### src/rtl/smp_stall_pkg.sv
package smp_stall_pkg;

  // Bus context seen in the request cycle, in priority order
  typedef enum logic [2:0] {
    CTX_SPR_LAST2 = 3'd0,
    CTX_SPR_LAST1 = 3'd1,
    CTX_SPR_OTHER = 3'd2,
    CTX_WR_TRIG   = 3'd3,
    CTX_WR_OTHER  = 3'd4,
    CTX_READ      = 3'd5
  } bus_ctx_e;

endpackage

### src/rtl/smp_stall_ctx.sv
module smp_stall_ctx
  import smp_stall_pkg::*;
#(
  parameter int ADDR_W    = 16,
  parameter int LEFT_W    = 9,
  parameter int CNT_W     = 3,
  parameter logic [ADDR_W-1:0] TRIG_ADDR = 16'h4014,
  parameter int LEN_READ  = 4,
  parameter int LEN_WTRIG = 2,
  parameter int LEN_WOTH  = 3,
  parameter int LEN_SPR2  = 1,
  parameter int LEN_SPR1  = 3,
  parameter int LEN_SPRX  = 2
) (
  input  logic              cpu_wr_i,
  input  logic [ADDR_W-1:0] wr_addr_i,
  input  logic              spr_dma_act_i,
  input  logic [LEFT_W-1:0] spr_dma_left_i,
  output bus_ctx_e          ctx_o,
  output logic [CNT_W-1:0]  len_o
);

  localparam logic [LEFT_W-1:0] LEFT_ONE = LEFT_W'(1);
  localparam logic [LEFT_W-1:0] LEFT_TWO = LEFT_W'(2);

  always_comb begin
    if (spr_dma_act_i) begin
      if (spr_dma_left_i == LEFT_TWO)      ctx_o = CTX_SPR_LAST2;
      else if (spr_dma_left_i == LEFT_ONE) ctx_o = CTX_SPR_LAST1;
      else                                 ctx_o = CTX_SPR_OTHER;
    end else if (cpu_wr_i) begin
      ctx_o = (wr_addr_i == TRIG_ADDR) ? CTX_WR_TRIG : CTX_WR_OTHER;
    end else begin
      ctx_o = CTX_READ;
    end
  end

  always_comb begin
    unique case (ctx_o)
      CTX_SPR_LAST2: len_o = CNT_W'(LEN_SPR2);
      CTX_SPR_LAST1: len_o = CNT_W'(LEN_SPR1);
      CTX_SPR_OTHER: len_o = CNT_W'(LEN_SPRX);
      CTX_WR_TRIG:   len_o = CNT_W'(LEN_WTRIG);
      CTX_WR_OTHER:  len_o = CNT_W'(LEN_WOTH);
      default:       len_o = CNT_W'(LEN_READ);
    endcase
  end

endmodule

### src/rtl/smp_stall_ctr.sv
module smp_stall_ctr #(
  parameter int CNT_W = 3
) (
  input  logic             clk,
  input  logic             rst_n,
  input  logic             start_i,
  input  logic [CNT_W-1:0] len_i,
  output logic             busy_o,
  output logic [CNT_W-1:0] cnt_o,
  output logic             done_o
);

  localparam logic [CNT_W-1:0] ONE = CNT_W'(1);

  always_ff @(posedge clk) begin
    if (!rst_n) begin
      busy_o <= 1'b0;
      cnt_o  <= '0;
      done_o <= 1'b0;
    end else begin
      done_o <= 1'b0;
      if (busy_o) begin
        cnt_o <= cnt_o - ONE;
        if (cnt_o == ONE) begin
          busy_o <= 1'b0;
          done_o <= 1'b1;
        end
      end else if (start_i) begin
        cnt_o  <= len_i;
        busy_o <= 1'b1;
      end
    end
  end

endmodule

### src/rtl/smp_stall_arb.sv
module smp_stall_arb
  import smp_stall_pkg::*;
#(
  parameter int ADDR_W = 16,
  parameter int LEFT_W = 9,
  parameter int CNT_W  = 3,
  parameter logic [ADDR_W-1:0] TRIG_ADDR = 16'h4014
) (
  input  logic              clk,
  input  logic              rst_n,
  input  logic              req_i,
  input  logic              cpu_wr_i,
  input  logic [ADDR_W-1:0] wr_addr_i,
  input  logic              spr_dma_act_i,
  input  logic [LEFT_W-1:0] spr_dma_left_i,
  output logic              stall_o,
  output logic [CNT_W-1:0]  stall_cnt_o,
  output logic              buf_load_o
);

  bus_ctx_e         ctx;
  logic [CNT_W-1:0] len;
  logic             accept;

  smp_stall_ctx #(
    .ADDR_W(ADDR_W), .LEFT_W(LEFT_W), .CNT_W(CNT_W), .TRIG_ADDR(TRIG_ADDR)
  ) u_ctx (
    .cpu_wr_i      (cpu_wr_i),
    .wr_addr_i     (wr_addr_i),
    .spr_dma_act_i (spr_dma_act_i),
    .spr_dma_left_i(spr_dma_left_i),
    .ctx_o         (ctx),
    .len_o         (len)
  );

  // Requests while busy are dropped
  assign accept = req_i && !stall_o;

  smp_stall_ctr #(.CNT_W(CNT_W)) u_ctr (
    .clk    (clk),
    .rst_n  (rst_n),
    .start_i(accept),
    .len_i  (len),
    .busy_o (stall_o),
    .cnt_o  (stall_cnt_o),
    .done_o (buf_load_o)
  );

endmodule

### config.mk
export PLATFORM = sky130hd
export DESIGN_NAME = smp_stall_arb
export DESIGN_NICKNAME = d
export VERILOG_FILES = /design/src/rtl/smp_stall_pkg.sv /design/src/rtl/smp_stall_ctx.sv /design/src/rtl/smp_stall_ctr.sv /design/src/rtl/smp_stall_arb.sv
export SDC_FILE = /design/constraint.sdc
export NUM_CORES = 1
export LEC_CHECK = 0
export ABC_AREA = 1
export BUFFER_PORTS_ARGS = -buffer_cell sky130_fd_sc_hd__buf_2
export CORE_AREA = 8 8 45 47
export CTS_CLUSTER_SIZE = 24
export DETAILED_ROUTE_END_ITERATION = 10
export DIE_AREA = 0 0 53 55
export PLACE_DENSITY_LB_ADDON = 0.15
export SLEW_MARGIN = 30
export SYNTH_ARGS = -nofsm -noshare
export SYNTH_HDL_FRONTEND = slang
export SYNTH_SLANG_ARGS = --single-unit
### constraint.sdc
create_clock -name clk -period 1.5 [get_ports clk]
set_input_delay 0.3 -clock clk [delete_from_list [all_inputs] [get_ports clk]]
set_output_delay 0.3 -clock clk [all_outputs]
set_load 0.05 [all_outputs]
==> results.toml, run 1 <==
[outcome]
status = "finished clean"

[layout]
antenna_cells = 0
area_delta_synth_final_pct = 50.29
final-instance-count-excl-fill = 129
multi_input_area_um2 = 281.5
final-seq-area_um2 = 100.1
post_route_cells_drive_above_1_share_pct = 37.17
fillCellCount = 159
stdcell_area_um2 = 646.9
fin_nets = 146
final_util_pct = 46.75

[floorplanning]
chipWidth_um = 53
std_cell_rows = 14
start_util_pct = 31.10
design.die.area_mm2 = 0.002915
core-area_mm2 = 0.001384
ios = 35
dieHeight_um = 55

[synth]
synth_area_per_cell_um2 = 5.739
ys_ff_latch = 5
netlist.area_leader.share_pct = 23.26
syn_nets = 107
syn_area_um2 = 430.4
synth_area_leaders = "dfxtp_1, nor2_1, nand2_1"
postSynthCellCount = 75
synth_largest_area_cell = "dfxtp_1"
synth.yosys.seq_area_share_pct = 23.26
yosysUniqueCellTypes = 19
yosysWarnings = 0

[placement]
place.gp.congestion = 0.6993
place_area_um2 = 620.6
dp_cells = 125
dp_hpwl_mm = 1.080
port-buffer-count = 34

[power_and_ir_drop]
p_leak_uw = 0.0003620
powerDensity_mw_per_mm2 = 744.4
p_clk_share_pct = 33.2
pwr-share-seq_pct = 32.8
peakVddDrop_uv = 457.4
switching_share_pct = 35.65
pwr-share-comb_pct = 34.0
switchingPower_uw = 171.7
p_int_uw = 309.9

[detailed_routing]
drt-total-wl_mm = 1.228
vias_per_cell = 4.403
drt_iter0_drc = 5
ant_nets = 0
drc = 0
dr.pass1.iters = 4
wl_per_cell_um = 9.519
vias = 568

[sta]
relSlewSlack_pct = 82.46
fin_skew_ns = 0.002561
finalHoldViolCount = 0
setup_viol = 0
rsz0062_at_grt = "false"
worstMarginPinSlew_ns = 0.2621
tns_ns = 0
period_minus_slack_ns = 1.256
fin_crit_sh_pct = 83.71
fmax_mhz = 796.4
slew_violations = 0

[worst_setup_path]
cp_data_required_time_ns = 1.20
critical_path_arrival_ns = 0.96
end_kind = "primary output"
r2r_cells = 5
crit_type = "flop to primary output"
crit_chain = "buf_2"
worstPathMaxFanout = 6
cp_num_cells = 1
cp-start-kind = "flop"
crit_path_max_incr_delay_ns = 0.41
crit_buf_inv = 1
critPathSlowestCell = "dfxtp_1"
cp_top_family = "flip-flops"

[global_route]
grt_max_degree = 7
grt.overflow.total = 0
grt_pass1_wl_mm = 2.007
antenna_found_initial = 0
track_usage_pct = 9.454
grt_pass1_vias = 512

[hold_path]
hold_class = "primary input to flop"
hold_depth = 3

[cts]
ctsHoldBuffers = 0
insertion_delay_ns = 0.25
cts_tree = "built"
clkSinkCount = 5
cts_resized = 0
cts_root_buffer = "clkbuf_4"
cts_max_level = 1
clk_pin_slew_ns = 0.04
cts_setup_buffers = 0
max-clock-path-buffers = 2
cts_buffers = 3

[job]
cap_violations = 0
[kinds of logic after synthesis]
| group | synth area share, % |
|---|---|
| compound gates | 12.79 |
| xor+xnor | 2.035 |
| buf+inv | 11.34 |
| flops | 23.26 |
| fa+ha+maj | 5.813 |
| simple gates | 44.77 |
[final cells by class]
class | instances | share of cell area [%]
inverters | 13 | 7.544
clock buffers | 4 | 4.062
well taps | 16 | 3.095
repair buffers | 34 | 26.31
flip-flops and latches | 5 | 15.47
multi-input cells | 57 | 43.52
[worst paths after layout]
check	from	end	slack, ns
setup reg to reg	u_ctr.cnt_o[0]	u_ctr.cnt_o[1]	0.35
setup / recovery	u_ctr.cnt_o[2]	stall_cnt_o[2]	0.24
hold / removal	rst_n	u_ctr.cnt_o[1]	0.35
hold reg to reg	u_ctr.cnt_o[1]	u_ctr.cnt_o[1]	0.49
[power by group through the flow]
stage / clock (µW) / sequential (µW) / combinational, µW
final: 160 / 158 / 164
after global placement: 0 / 160 / 164
after detailed placement: 0 / 160 / 165
after global routing: 184 / 159 / 184
after CTS: 166 / 157 / 166
after floorplan: 0 / 197 / 64.3
[layer usage]
metal  track usage, %  wire [µm]  up-vias  share of wire, %
met3            6.952        142        4                12
met1            8.359        461      235                38
met2            15.63        597       19                49
met5                0          0        -                 0
li1                 -          -      310                 -
met4            5.172         27        0               2.2
[sequential cells by signal, summed over array words and instances, names as in the netlist]
signal        cells
u_ctr.done_o      1
u_ctr.cnt_o       3
u_ctr.busy_o      1
[cell usage in the layout (no fill, tap or decap)]
cell type and n:
o21ai_1 1, clkbuf_1 1, a21oi_2 1, nor2_1 19, nand2_2 3, xor2_1 1
ha_1 2, clkbuf_4 3, or2_1 1, nor4_1 1, nand3b_1 2, buf_2 34
nand3_1 3, nand2_1 13, a31oi_1 1, nor3_1 1, nand4_1 1, inv_1 12
dfxtp_1 5, a21oi_1 6, inv_2 1, o21ai_0 1
[Yosys cell counts]
master    count
nor4_1        1
nand2_1      13
nand3_1       3
inv_2         1
or2_1         1
nor3_1        1
nand4_1       1
a21oi_2       1
inv_1        12
ha_1          2
dfxtp_1       5
o21ai_0       1
a21oi_1       6
nand2_2       3
a31oi_1       1
o21ai_1       1
nor2_1       19
xor2_1        1
nand3b_1      2
[through the flow]
| stage | setup WS (ns) | hold slack (ns) | power [µW] |
|---|---|---|---|
| after floorplan | 0.09513 | 0.4718 | 261.6 |
| after global placement | 0.2612 | 0.4824 | 323.8 |
| after detailed placement | 0.2547 | 0.4859 | 324.6 |
| after CTS | 0.2345 | 0.3474 | 488.5 |
| after global routing | 0.1879 | 0.3476 | 526.5 |
| final | 0.2443 | 0.3470 | 481.5 |
Note: power is estimated with default switching activity, not from simulation.
==> inputs of run 2 (changes only) <==
--- a/config.mk
+++ b/config.mk
@@ -7,10 +7,10 @@
 export LEC_CHECK = 0
 export ABC_AREA = 1
 export BUFFER_PORTS_ARGS = -buffer_cell sky130_fd_sc_hd__buf_2
-export CORE_AREA = 8 8 45 47
+export CORE_MARGIN = 8
+export CORE_UTILIZATION = 33
 export CTS_CLUSTER_SIZE = 24
 export DETAILED_ROUTE_END_ITERATION = 10
-export DIE_AREA = 0 0 53 55
 export PLACE_DENSITY_LB_ADDON = 0.15
 export SLEW_MARGIN = 30
 export SYNTH_ARGS = -nofsm -noshare
==> constraint.sdc (replaced) <==
create_clock -name clk -period 1.1 [get_ports clk]
set_input_delay 0.22 -clock clk [delete_from_list [all_inputs] [get_ports clk]]
set_output_delay 0.22 -clock clk [all_outputs]
set_load 0.05 [all_outputs]
==> run 2 against run 1 <==
Against the previous run:
- core utilization is 7.0 points higher
- global-route usage is 1.0 points higher
- critical path depth stayed put
- via count is 2.1% higher
- combinational power is 46% higher
- sequential power is 39% higher
- routed wire length is 3.4% higher
- cell area is 4.1% higher
- cell count is 0.78% lower
- worst setup slack worse by 0.20 ns
- clock power is 36% higher
- critical path type unchanged
==> results.toml, run 2 (synthesis gave the netlist of run 1 again) <==
[outcome]
status = "finished clean"

[layout]
mostFrequentLayoutCell = "buf_2"
fillCellCount = 137
fin_nets = 146
layout_common_cells = "buf_2, nor2_1, nand2_1"
largest_register_ff_count = 3
antenna_cells = 0
post_route_cells_drive_above_1_share_pct = 43.36
top_regs = "u_ctr.cnt_o x3, u_ctr.busy_o x1, u_ctr.done_o x1"
top_register = "u_ctr.cnt_o"
final-seq-area_um2 = 110.1
area_delta_synth_final_pct = 56.40
final_util_pct = 53.75
multi_input_area_um2 = 285.3

[job]
cap_violations = 0

[sta]
fin_crit_sh_pct = 95.58
fin_skew_ns = 0.005555
relSlewSlack_pct = 81.89
holdWs_ns = 0.2716
period_minus_slack_ns = 1.051
slew_violations = 0
fmax_mhz = 951.2
tns_ns = 0
finalHoldViolCount = 0
setup_viol = 0
setup_ws_ns = 0.04867
worstMarginPinSlew_ns = 0.2706

[worst_setup_path]
crit_path_max_incr_delay_ns = 0.36
crit_buf_inv = 1
cp_data_required_time_ns = 0.88
critPathSlowestCell = "dfxtp_4"
cp_top_family = "flip-flops"
end_kind = "primary output"
worstPathMaxFanout = 5
crit_type = "flop to primary output"
crit_chain = "clkbuf_4"
critical_path_arrival_ns = 0.83
cp-start-kind = "flop"

[floorplanning]
design.die.area_mm2 = 0.002716
core-area_mm2 = 0.001252
ios = 35
chipWidth_um = 52.12
std_cell_rows = 13
start_util_pct = 34.37
dieHeight_um = 52.12

[power_and_ir_drop]
powerDensity_mw_per_mm2 = 1003
peakVddDrop_uv = 563.1
p_leak_uw = 0.0003642
totalPowerFinal_uw = 675.0

[global_route]
grt_max_degree = 7
grt.overflow.total = 0
grt_pass1_vias = 564
track_usage_pct = 10.48
grt_pass1_wl_mm = 2.166
antenna_found_initial = 0

[placement]
dp_hpwl_mm = 1.114
place.gp.congestion = 0.7196
dp_slack_ns = -0.07714
port-buffer-count = 34

[detailed_routing]
vias = 580
drt_iter0_drc = 9
ant_nets = 0
vias_per_cell = 4.531
wl_per_cell_um = 9.922
drc = 0
drt-total-wl_mm = 1.270
dr.pass1.iters = 3

[hold_path]
hold_class = "primary input to flop"

[cts]
clkSinkCount = 5
ctsHoldBuffers = 0
insertion_delay_ns = 0.25
cts_setup_buffers = 0
max-clock-path-buffers = 2
cts_root_buffer = "clkbuf_4"
cts_tree = "built"
clk_pin_slew_ns = 0.05
cts_buffers = 3
cts_max_level = 1
[run 2: cell types whose count changed in the layout (fill, tap and decap cells not counted), sizes merged]
cell,before,now
buf,34,32
clkbuf,4,6
[run 2: repair_timing]
action                     4_1_cts  5_1_grt
resized for setup                3        4
pin swaps                        0        0
setup endpoints to repair        2        4
[run 2: stage by stage]
step / cells / area, µm²
2_1_floorplan: 75 / 439.2
3_3_place_gp: 124 / 628.1
3_5_place_dp: 124 / 628.1
4_1_cts: 128 / 663.1
5_1_grt: 128 / 673.1
6_report: 128 / 673.1
[run 2: final timing paths]
check	startpoint	to	slack [ns]	cells after the start
worst min-delay path	req_i	u_ctr.busy_o	0.27	3
worst max-delay path	u_ctr.cnt_o[0]	stall_cnt_o[0]	0.05	1
worst max register to register	u_ctr.cnt_o[0]	u_ctr.cnt_o[1]	0.07	5
worst min register to register	u_ctr.cnt_o[2]	u_ctr.done_o	0.49	1
[run 2: routing by layer]
| layer | vias up | part of all wire (%) | GRT usage [%] |
|---|---|---|---|
| li1 | 312 | - | - |
| met1 | 248 | 39 | 10.95 |
| met2 | 18 | 51 | 16.80 |
| met4 | 0 | 1.3 | 3.982 |
| met5 | - | 0 | 0 |
| met3 | 2 | 9.0 | 6.268 |
[run 2: power by group]
group	leakage (µW)	switching, µW	internal, µW
Sequential	0.0000431	19.1	200
Combinational	0.000306	140	98.9
Clock	0.0000150	79.7	137
[run 2: cell type report]
class,count,area share (%)
timing repair buffer,34,27.32
clock buffer,4,3.903
tap,15,2.788
sequential,5,16.36
multi-input combinational,57,42.38
inverter,13,7.249
